`src/rtl/halfbridge_pulsegen.sv`:
```
module halfbridge_pulsegen #(
  parameter int CW = 16,
  parameter int RW = 8
) (
  input  logic          clk,
  input  logic          rst_n,
  input  logic          enable,
  input  logic          force_off,
  input  logic [CW-1:0] preheat_on,
  input  logic [CW-1:0] run_on,
  input  logic [CW-1:0] dead_cnt,
  input  logic [RW-1:0] ramp,
  output logic          drv_hi,
  output logic          drv_lo,
  output logic [1:0]    phase
);
  localparam logic [1:0] PH_IDLE = 2'b00;
  localparam logic [1:0] PH_LO   = 2'b01;
  localparam logic [1:0] PH_DEAD = 2'b10;
  localparam logic [1:0] PH_HI   = 2'b11;
  localparam int PW = CW + RW;

  logic [1:0]    st;
  logic [CW-1:0] cnt;
  logic          nxt_hi;
  logic          go;

  logic          run_ge;
  logic [CW-1:0] span, step, on_mix, on_len, dead_len;
  logic [PW-1:0] prod;

  assign go      = enable & ~force_off;
  assign run_ge  = run_on >= preheat_on;
  assign span    = run_ge ? run_on - preheat_on : preheat_on - run_on;
  assign prod    = {{RW{1'b0}}, span} * {{CW{1'b0}}, ramp};
  assign step    = prod[PW-1:RW];
  assign on_mix  = (&ramp) ? run_on : (run_ge ? preheat_on + step : preheat_on - step);
  assign on_len  = (on_mix == '0) ? CW'(1) : on_mix;
  assign dead_len = (dead_cnt == '0) ? CW'(1) : dead_cnt;

  always_ff @(posedge clk or negedge rst_n) begin
    if (!rst_n) begin
      st     <= PH_IDLE;
      cnt    <= '0;
      nxt_hi <= 1'b0;
    end else if (!go) begin
      st     <= PH_IDLE;
      cnt    <= '0;
      nxt_hi <= 1'b0;
    end else begin
      case (st)
        PH_IDLE: begin
          st     <= PH_LO;
          cnt    <= on_len - CW'(1);
          nxt_hi <= 1'b1;
        end
        PH_LO, PH_HI: begin
          if (cnt == '0) begin
            st  <= PH_DEAD;
            cnt <= dead_len - CW'(1);
          end else begin
            cnt <= cnt - CW'(1);
          end
        end
        default: begin
          if (cnt == '0) begin
            st     <= nxt_hi ? PH_HI : PH_LO;
            nxt_hi <= ~nxt_hi;
            cnt    <= on_len - CW'(1);
          end else begin
            cnt <= cnt - CW'(1);
          end
        end
      endcase
    end
  end

  assign drv_lo = go & (st == PH_LO);
  assign drv_hi = go & (st == PH_HI);
  assign phase  = go ? st : PH_IDLE;
endmodule


```
`config.mk`:
```
export PLATFORM = sky130hd
export DESIGN_NAME = halfbridge_pulsegen
export DESIGN_NICKNAME = d
export VERILOG_FILES = /design/src/rtl/halfbridge_pulsegen.sv
export SDC_FILE = /design/constraint.sdc
export NUM_CORES = 1
export LEC_CHECK = 0
export ABC_AREA = 1
export BUFFER_PORTS_ARGS = -buffer_cell sky130_fd_sc_hd__buf_4
export CORE_MARGIN = 2
export CORE_UTILIZATION = 35
export DETAILED_ROUTE_END_ITERATION = 10
export PLACE_DENSITY_LB_ADDON = 0.15
export SYNTH_ARGS = -nofsm -noshare
export SYNTH_HDL_FRONTEND = slang
export SYNTH_SLANG_ARGS = --single-unit
```
`constraint.sdc`:
```
create_clock -name clk -period 2.41 [get_ports clk]
set_input_delay 0.1205 -clock clk [delete_from_list [all_inputs] [get_ports clk]]
set_output_delay 0.1205 -clock clk [all_outputs]
set_load 0.05 [all_outputs]
```
==> results of run 1 <==
[path summary, 6_finish.rpt]
kind / startpoint / endpoint / slack [ns] / cells past startpoint
hold / removal: rst_n / cnt[0] / 0.28 / 2
hold reg to reg: nxt_hi / nxt_hi / 0.51 / 1
setup / recovery: run_on[0] / cnt[14] / -7.04 / 72
min in group clk: dead_cnt[14] / cnt[14] / 0.35 / 5
max in group asynchronous: rst_n / cnt[9] / 1.92 / 2
setup reg to reg: cnt[12] / cnt[10] / 0.23 / 10
[cell type report]
| cell class | count | area [um2] |
|---|---|---|
| antenna | 1 | 2.50 |
| clock buffer | 3 | 75.1 |
| clock inverter | 1 | 7.51 |
| fill | 2356 | 10500 |
| inverter | 247 | 948 |
| multi-input combinational | 1025 | 8380 |
| sequential | 19 | 475 |
| tap | 324 | 405 |
| timing repair buffer | 474 | 3680 |
[registers in the layout (all words and copies together) (netlist names)]
signal / count
st: 2
nxt_hi: 1
cnt: 16
[worst reg2reg max path, cell delays in order, from the launching register on]
cell      delay (ns)
dfrtp_1         0.40
nor2_1          0.15
inv_1           0.06
or2_2           0.31
nor3_1          0.15
nand3_1         0.19
buf_4           0.23
o311ai_0        0.33
nand2_1         0.08
o21ai_0         0.09
a31oi_1         0.06
[repair_timing]
action,4_1_cts,5_1_grt
pin swaps,43,62
hold buffers,1,0
setup endpoints to repair,16,16
cloned,1,0
endpoints found under the hold margin,19,0
buffers inserted,33,21
gates resized for setup,108,103
[stage by stage]
stage                     cells  instance area, um2
after CTS                  2074               13400
after detailed placement   2035               12500
final                      2094               14000
after floorplan            1312                9070
after global placement     2035               12500
after global routing       2094               14000
[cells by family after synthesis]
logic type | count (synthesis)
AND/OR/NAND/NOR | 582
XOR/XNOR | 50
flip-flops | 19
multiplexers | 1
buffers and inverters | 269
AO/OA/AOI/OAI | 213
adder cells (fa/ha/maj) | 178
[layout by cell type, fill, tap and decap left out, types with 9 or more instances in the layout]
cell,count
nand3_1,40
nor2_1,177
inv_1,221
a31oi_1,9
a21oi_1,57
nor3_1,15
nand3_2,16
inv_2,19
dfrtp_1,19
xnor2_1,10
nand2_4,13
o21ai_2,13
or2_2,14
o21ai_0,44
nand2_1,199
buf_6,14
fa_1,81
xor2_1,22
buf_4,454
ha_4,23
nor2_4,12
ha_1,66
nand2_2,38
a21oi_2,22
o211ai_1,10
nor2_2,16
o21ai_1,13
[routing by layer]
| metal | share of wire (%) | wire (um) |
|---|---|---|
| met5 | 0 | 0 |
| met4 | 3.1 | 944 |
| met3 | 3.7 | 1130 |
| met2 | 47 | 14300 |
| met1 | 46 | 14200 |
==> results_dict.tcl, run 1 <==
set metrics [dict create \
    grt_pass1_vias 10500 \
    ant_nets 0 \
    ys.flop_type "dfrtp_1" \
    clock_latency_ns 0.26 \
    grt_util_met2_pct 40.7 \
    final_max_slew_viol_count 0 \
    fin_nets 2008 \
    max_slew_margin_pct 72.9 \
    yosys.cell_count.top_type "inv_1" \
    grt_antenna_before_repair 1 \
    maxCapViolCount 0 \
    wire_per_inst_um 14.6 \
    h-tree-depth 1 \
    numPortBuffers 63 \
    cp_num_buf_inv 15 \
    ys_seq_elements 19 \
    cpMostUsedCell "nand2_2" \
    critPathKind "in -> reg" \
    drt-vias-per-instance 4.82 \
    cp_slowest_cell "fa_1" \
    yosys.area.top_type "fa_1" \
    clkSinkCount 19 \
    synthesis.area_um2 8760 \
    synth_top_family_by_area "adder cells" \
    worstPathRequired_ns 2.56 \
    fin_setup_tns_ns -101.64 \
    start_util_pct 35.8 \
    synth-edff-count 0 \
    synth_common_cells "235 x inv_1, 228 x nand2_1, 197 x nor2_1" \
    critical-path-max-stage-delay_ns 0.58 \
    synth_cell_types 65 \
    cp-start-kind "input pin" \
    drive_gt1_share_pct 41.3 \
    vias 10100 \
    grt_usage_pct 23.8 \
    syn-num-nets 1550 \
    ys_seq_area_share_pct 5.43 \
    synthArstFlopShare_pct 100 \
    worst_slack_ns -7.04 \
    status "finished with violations" \
    pin_count 64 \
    cp.arrival_ns 9.60 \
    clock.fmax_mhz 106 \
    fp.dieH_um 162 \
    first_pass_iters 5 \
    synth-compound-area-share_pct 14.3 \
    cts-root-buf "clkbuf_16" \
    setup_viol 16 \
    synth_mux_area_share_pct 0.114 \
    period_share_pct 392 \
    drt_wl_total_um 30600 \
    violations "negative setup slack" \
    gp_congestion 0.939 \
    busiest_layer "met2" \
    worst_pin_slew_ns 0.403 \
    rsz0062_at_grt "true" \
    met3_usage_pct 1.76 \
    synth_simple_gate_area_share_pct 30.0 \
    clock_skew_ns 0.00399 \
    use_met1_pct 32.3 \
    hold_path_class "in -> async" \
    coreArea_um2 24500 \
    grt_max_degree 20 \
    path_delay_family "simple AND/OR/NAND/NOR gates" \
    hold_viol 0 \
    cts_tree "done" \
    drt_iter0_markers 635 \
    synth.avg_cell_area_um2 6.68 \
    fin_crit_ns 9.45 \
    clk_pin_slew_ns 0.06 \
    synthXorXnorAreaFrac_pct 5.60 \
    cp_max_fo 5 \
    row_count 57 \
    hpwl_um 25600 \
    yosys-top-cells-area "fa_1 20%, ha_1 13%, inv_1 10%" \
    grt_pass1_wl_um 51000 \
    timing.hold.ws_ns 0.283 \
    clk_path_buf_depth 2 \
    postSynthCellCount 1312 \
    utilization_pct 57.1 \
    area_growth_pct 59.5 \
    globalRoute.totalOverflow 0 \
    post-place-ws_ns -7.69 \
    cp-end-kind "flip-flop" \
    drc_errors 0 \
    ys_warn_count 0 \
    die-width_um 162 \
    synth_top_area_share_pct 19.7 \
    synth_adder_area_share_pct 32.8 \
    cts_inserted_buffers 3 \
    dieArea_um2 26300 \
]
Power of run 1 is left out: the tool's default activity adds up to more than one toggle a clock period on the data nets, which glitch-free logic cannot reach.
==> inputs of run 2 (changes only) <==
- ABC_AREA: 1 -> 0
==> run 2 against run 1 <==
The flow still finishes with violations (negative setup slack). Synthesized cell count down 11%. Core utilization down 2.9 points. Hold slack worse by 0.0035 ns. Cell count down 8.9%. Fmax down 5.1%. Sequential share of layout area up 0.10 points. Count of clock-buffer cells in the layout unchanged. Non-clock buffer count down 23. Global-route usage down 1.3 points. First-iteration DRC count down 34%. Critical path depth down 16. Critical endpoint unchanged. Largest cell class unchanged.
==> results_dict.tcl, run 2 <==
set metrics [dict create \
    fillerInstances 2391 \
    grt_usage_pct 22.5 \
    gp_congestion 0.899 \
    max_flop_register "cnt" \
    clk_path_buf_depth 2 \
    ant_nets 0 \
    critical-path-max-stage-delay_ns 0.56 \
    coreArea_um2 25000 \
    synth_top_area_share_pct 19.4 \
    wire_per_inst_um 15.6 \
    violations "negative setup slack" \
    synth_cell_types 71 \
    grt_max_degree 20 \
    setup_viol 16 \
    largest_reg_flops 16 \
    cts-root-buf "clkbuf_16" \
    ys_seq_elements 19 \
    max_slew_margin_pct 58.6 \
    fin_cells 1908 \
    endpoint "cnt[14]" \
    yosys.area.top_type "fa_1" \
    synthesis.area_um2 8870 \
    row_count 58 \
    cp.arrival_ns 10.11 \
    cp-start-kind "input pin" \
    critPathKind "in -> reg" \
    top_regs "cnt (16), st (2), nxt_hi (1)" \
    worst_slack_ns -7.55 \
    syn-num-nets 1406 \
    rr_endpoint "cnt[7]" \
    hold_path_class "in -> async" \
    rrSetupSlack_ns -0.33 \
    drc_errors 0 \
    cpMostUsedCell "buf_4" \
    ys_seq_area_share_pct 5.36 \
    cp_max_fo 4 \
    clock_latency_ns 0.26 \
    reg2regPathDepth 8 \
    numPortBuffers 63 \
    cp_slowest_cell "fa_1" \
    h-tree-depth 1 \
    clkSinkCount 19 \
    clock_skew_ns 0.00336 \
    grt_antenna_before_repair 0 \
    clock.fmax_mhz 100 \
    area_growth_pct 53.0 \
    worstPathRequired_ns 2.56 \
    fp.dieH_um 163 \
    fin_crit_ns 9.96 \
    hold_viol 0 \
    grt_pass1_vias 9835 \
    period_share_pct 413 \
    grt_pass1_wl_um 49000 \
    globalRoute.totalOverflow 0 \
    final_common_cell "buf_4" \
    postSynthCellCount 1168 \
    die-width_um 163 \
    cp-end-kind "flip-flop" \
    antenna_cells 0 \
    maxCapViolCount 0 \
    drt-vias-per-instance 5.05 \
    hpwl_um 25000 \
    r2r_start "cnt[2]" \
    final_cell_mix "447 x buf_4, 125 x inv_1, 87 x nand2_1, 84 x fa_1, 79 x nor2_1" \
    worst_pin_slew_ns 0.622 \
    drt_wl_total_um 29800 \
    synth.avg_cell_area_um2 7.59 \
    ys.flop_type "dfrtp_1" \
    cts_inserted_buffers 3 \
    ys_warn_count 0 \
    dp.cells 1859 \
    yosys.cell_count.top_type "inv_1" \
    fin_nets 1817 \
    synthArstFlopShare_pct 100 \
    start_util_pct 35.4 \
    pin_count 64 \
    synth-edff-count 0 \
    clk_pin_slew_ns 0.06 \
    yosys-top-cells-area "fa_1 19%, ha_1 13%, and2_1 6.1%" \
    status "finished with violations" \
    dieArea_um2 26600 \
    final_max_slew_viol_count 0 \
    vias 9633 \
    drive_gt1_share_pct 39.3 \
    first_pass_iters 5 \
    cts_tree "done" \
    synth_common_cells "134 x inv_1, 95 x nand2_1, 92 x ha_1" \
    rsz0062_at_grt "true" \
    worstSetupStartpoint "preheat_on[0]" \
    drt_iter0_markers 418 \
]
## run 2: cells by family after synthesis
group / share of synthesized area, %
simple gates: 25.1
compound gates: 20.3
buf+inv: 7.70
fa+ha+maj: 32.4
xor+xnor: 7.89
flops: 5.36
mux: 1.24
## run 2: timing repair
| action | CTS | global route |
|---|---|---|
| setup endpoints to repair | 16 | 18 |
| resized for setup | 88 | 64 |
| pin swaps | 60 | 51 |
| hold buffers | 1 | 0 |
| setup buffers | 33 | 11 |
| endpoints found under the hold margin | 19 | 0 |
## run 2: cell type report
type | instances | area (um2) | area share, %
clock inverters | 1 | 5.00 | 0.0369
flip-flops and latches | 19 | 475 | 3.51
clock buffers | 3 | 75.1 | 0.553
well taps | 330 | 413 | 3.04
inverters | 134 | 518 | 3.82
repair buffers | 451 | 3400 | 25.1
multi-input cells | 970 | 8680 | 64.0
## run 2: per-stage QoR
step           TNS (ns)  setup WS [ns]  util, %  cell area, um2  hold slack [ns]
2_1_floorplan   -108.07          -7.25        -            9260           -0.175
3_3_place_gp    -121.51          -8.04     49.7           12400           0.0128
3_5_place_dp    -124.15          -8.29     49.7           12400           0.0154
4_1_cts         -112.75          -7.37     52.6           13200            0.270
5_1_grt         -121.54          -8.00     54.2           13600            0.305
6_report        -114.08          -7.55     54.2           13600            0.279
## run 2: how the worst min path moves through the flow
stage / from / to / slack, ns / cells past startpoint
floorplan: rst_n / cnt[0] / -0.18 / 0
global placement: rst_n / cnt[2] / 0.01 / 1
detailed placement: rst_n / cnt[2] / 0.02 / 1
CTS: dead_cnt[0] / cnt[0] / 0.27 / 3
global route: rst_n / cnt[2] / 0.31 / 2
finish: rst_n / cnt[2] / 0.28 / 2
## run 2: worst max-delay path: cells and delay by family
| family | cells | cell delay (ns) |
|---|---|---|
| buf+inv | 18 | 1.92 |
| compound gates | 15 | 2.80 |
| xor+xnor | 4 | 0.72 |
| fa+ha+maj | 8 | 3.05 |
| simple gates | 11 | 1.45 |
## run 2: metal layers
| layer | vias up | global-route usage [%] | part of all wire, % |
|---|---|---|---|
| li1 | 4806 | - | - |
| met1 | 4589 | 31.2 | 47 |
| met2 | 200 | 39.0 | 48 |
| met3 | 38 | 1.02 | 3.2 |
| met4 | 0 | 4.06 | 1.9 |
| met5 | - | 0 | 0 |
Power of run 2 is left out for the same reason.
==> inputs of run 3 (changes only) <==
- CORE_MARGIN: 2 -> default
- CTS_CLUSTER_SIZE: default -> 12
- GPL_TIMING_DRIVEN: default -> 0
==> run 3 against run 2 <==
The run still ends with negative setup slack left. Worst setup slack worse by 0.39 ns. Core utilization is 4.9 points lower. Count of clock-buffer cells in the layout stayed put. Cell count is 13% lower. Hold slack worse by 0.027 ns. Sequential share of layout area is 0.42 points higher. Critical path depth is 5 lower. First-iteration DRC count is 0.72% higher. Via count is 7.8% lower. Critical endpoint unchanged. Highest routed layer unchanged.
==> results_dict.tcl, run 3 (synthesis gave the netlist of run 2 again) <==
set metrics [dict create \
    row_count 57 \
    worst_slack_ns -7.94 \
    clock.fmax_mhz 96.6 \
    max_slew_margin_pct 39.6 \
    fin_setup_tns_ns -119.38 \
    violations "negative setup slack" \
    wire_per_inst_um 17.0 \
    clk_path_buf_depth 2 \
    coreArea_um2 24600 \
    cp_max_fo 5 \
    ant_nets 0 \
    grt_antenna_before_repair 1 \
    worstPathRequired_ns 2.56 \
    clkSinkCount 19 \
    min_from "dead_cnt[0]" \
    gp_congestion 0.880 \
    hold_viol 0 \
    reg2regPathDepth 7 \
    r2r_start "cnt[2]" \
    rrSetupSlack_ns -0.64 \
    drc_errors 0 \
    clk_pin_slew_ns 0.06 \
    drt_iter0_markers 421 \
    area_growth_pct 36.7 \
    min_to "cnt[0]" \
    drt_wl_total_um 28300 \
    status "finished with violations" \
    h-tree-depth 1 \
    cp-end-kind "flip-flop" \
    grt_usage_pct 21.6 \
    cp-start-kind "input pin" \
    start_util_pct 36.0 \
    clock_latency_ns 0.26 \
    hold_path_class "in -> reg" \
    grt_pass1_wl_um 45500 \
    vias 8880 \
    critPathKind "in -> reg" \
    clock_skew_ns 0.00397 \
    drt-vias-per-instance 5.32 \
    drive_gt1_share_pct 29.2 \
    numPortBuffers 63 \
    cp_slowest_cell "fa_1" \
    first_pass_iters 7 \
    cts_tree "done" \
    utilization_pct 49.3 \
    rsz0062_at_grt "true" \
    hpwl_um 22300 \
    largest_reg_flops 16 \
    final_cell_mix "168 x buf_4, 120 x inv_1, 84 x nand2_1, 81 x fa_1" \
    post-place-ws_ns -9.47 \
    critical-path-max-stage-delay_ns 0.52 \
    grt_pass1_vias 8928 \
    pin_count 64 \
    fin_crit_ns 10.35 \
    fin_nets 1583 \
    min_path_cells 3 \
    cp.arrival_ns 10.50 \
    max_flop_register "cnt" \
    setup_viol 16 \
    grt_max_degree 20 \
    dieArea_um2 26000 \
    rr_endpoint "cnt[11]" \
    cts_inserted_buffers 3 \
    cts-root-buf "clkbuf_16" \
    globalRoute.totalOverflow 0 \
    maxCapViolCount 0 \
    period_share_pct 429 \
    worstSetupStartpoint "preheat_on[0]" \
    worst_pin_slew_ns 0.906 \
    die-width_um 161 \
    fp.dieH_um 161 \
    top_regs "cnt (16), st (2), nxt_hi (1)" \
    final_common_cell "buf_4" \
    final_max_slew_viol_count 0 \
]
==> run 3: how the worst max path moves through the flow <==
| stage | end | slack (ns) | depth (start not counted) |
|---|---|---|---|
| 4_1_cts | cnt[6] | -7.75 | 53 |
| 3_5_place_dp | cnt[6] | -9.47 | 49 |
| 5_1_grt | cnt[6] | -8.39 | 56 |
| 6_report | cnt[14] | -7.94 | 51 |
| 2_1_floorplan | cnt[10] | -7.25 | 48 |
| 3_3_place_gp | cnt[10] | -9.51 | 48 |
==> run 3: layout make-up <==
type | instances | area (um2)
inverter | 134 | 518
fill | 2460 | 12500
tap | 324 | 405
clock inverter | 1 | 5.00
clock buffer | 3 | 75.1
sequential | 19 | 475
buffer | 40 | 280
multi-input combinational | 970 | 8960
antenna | 1 | 2.50
timing repair buffer | 177 | 1400
==> run 3: metrics by stage <==
step | cell area, um2 | hold WS, ns | cells
after floorplan | 9260 | -0.175 | 1168
after global placement | 10100 | 0.0213 | 1555
after detailed placement | 10100 | 0.0184 | 1555
after CTS | 11300 | 0.246 | 1622
after global routing | 12100 | 0.275 | 1668
final | 12100 | 0.253 | 1669
==> run 3: repair_timing <==
action	4_1_cts	5_1_grt
buffers inserted	67	48
hold buffers	1	0
hold endpoints to repair	19	0
endpoints found under the setup margin	17	18
gates resized for setup	118	111
pin swaps	67	81
==> run 3: critical path, delay by kind of cell <==
| family | cells | cell delay, ns |
|---|---|---|
| compound gates | 15 | 3.28 |
| xor+xnor | 4 | 0.77 |
| fa+ha+maj | 9 | 3.18 |
| buf+inv | 7 | 0.49 |
| simple gates | 16 | 2.63 |
==> run 3: routing by layer <==
| layer | GRT usage (%) | share of wire (%) |
|---|---|---|
| met1 | 29.2 | 46 |
| met2 | 37.3 | 48 |
| met3 | 1.05 | 3.1 |
| met4 | 5.96 | 2.1 |
| met5 | 0 | 0 |
Power of run 3 is left out for the same reason.
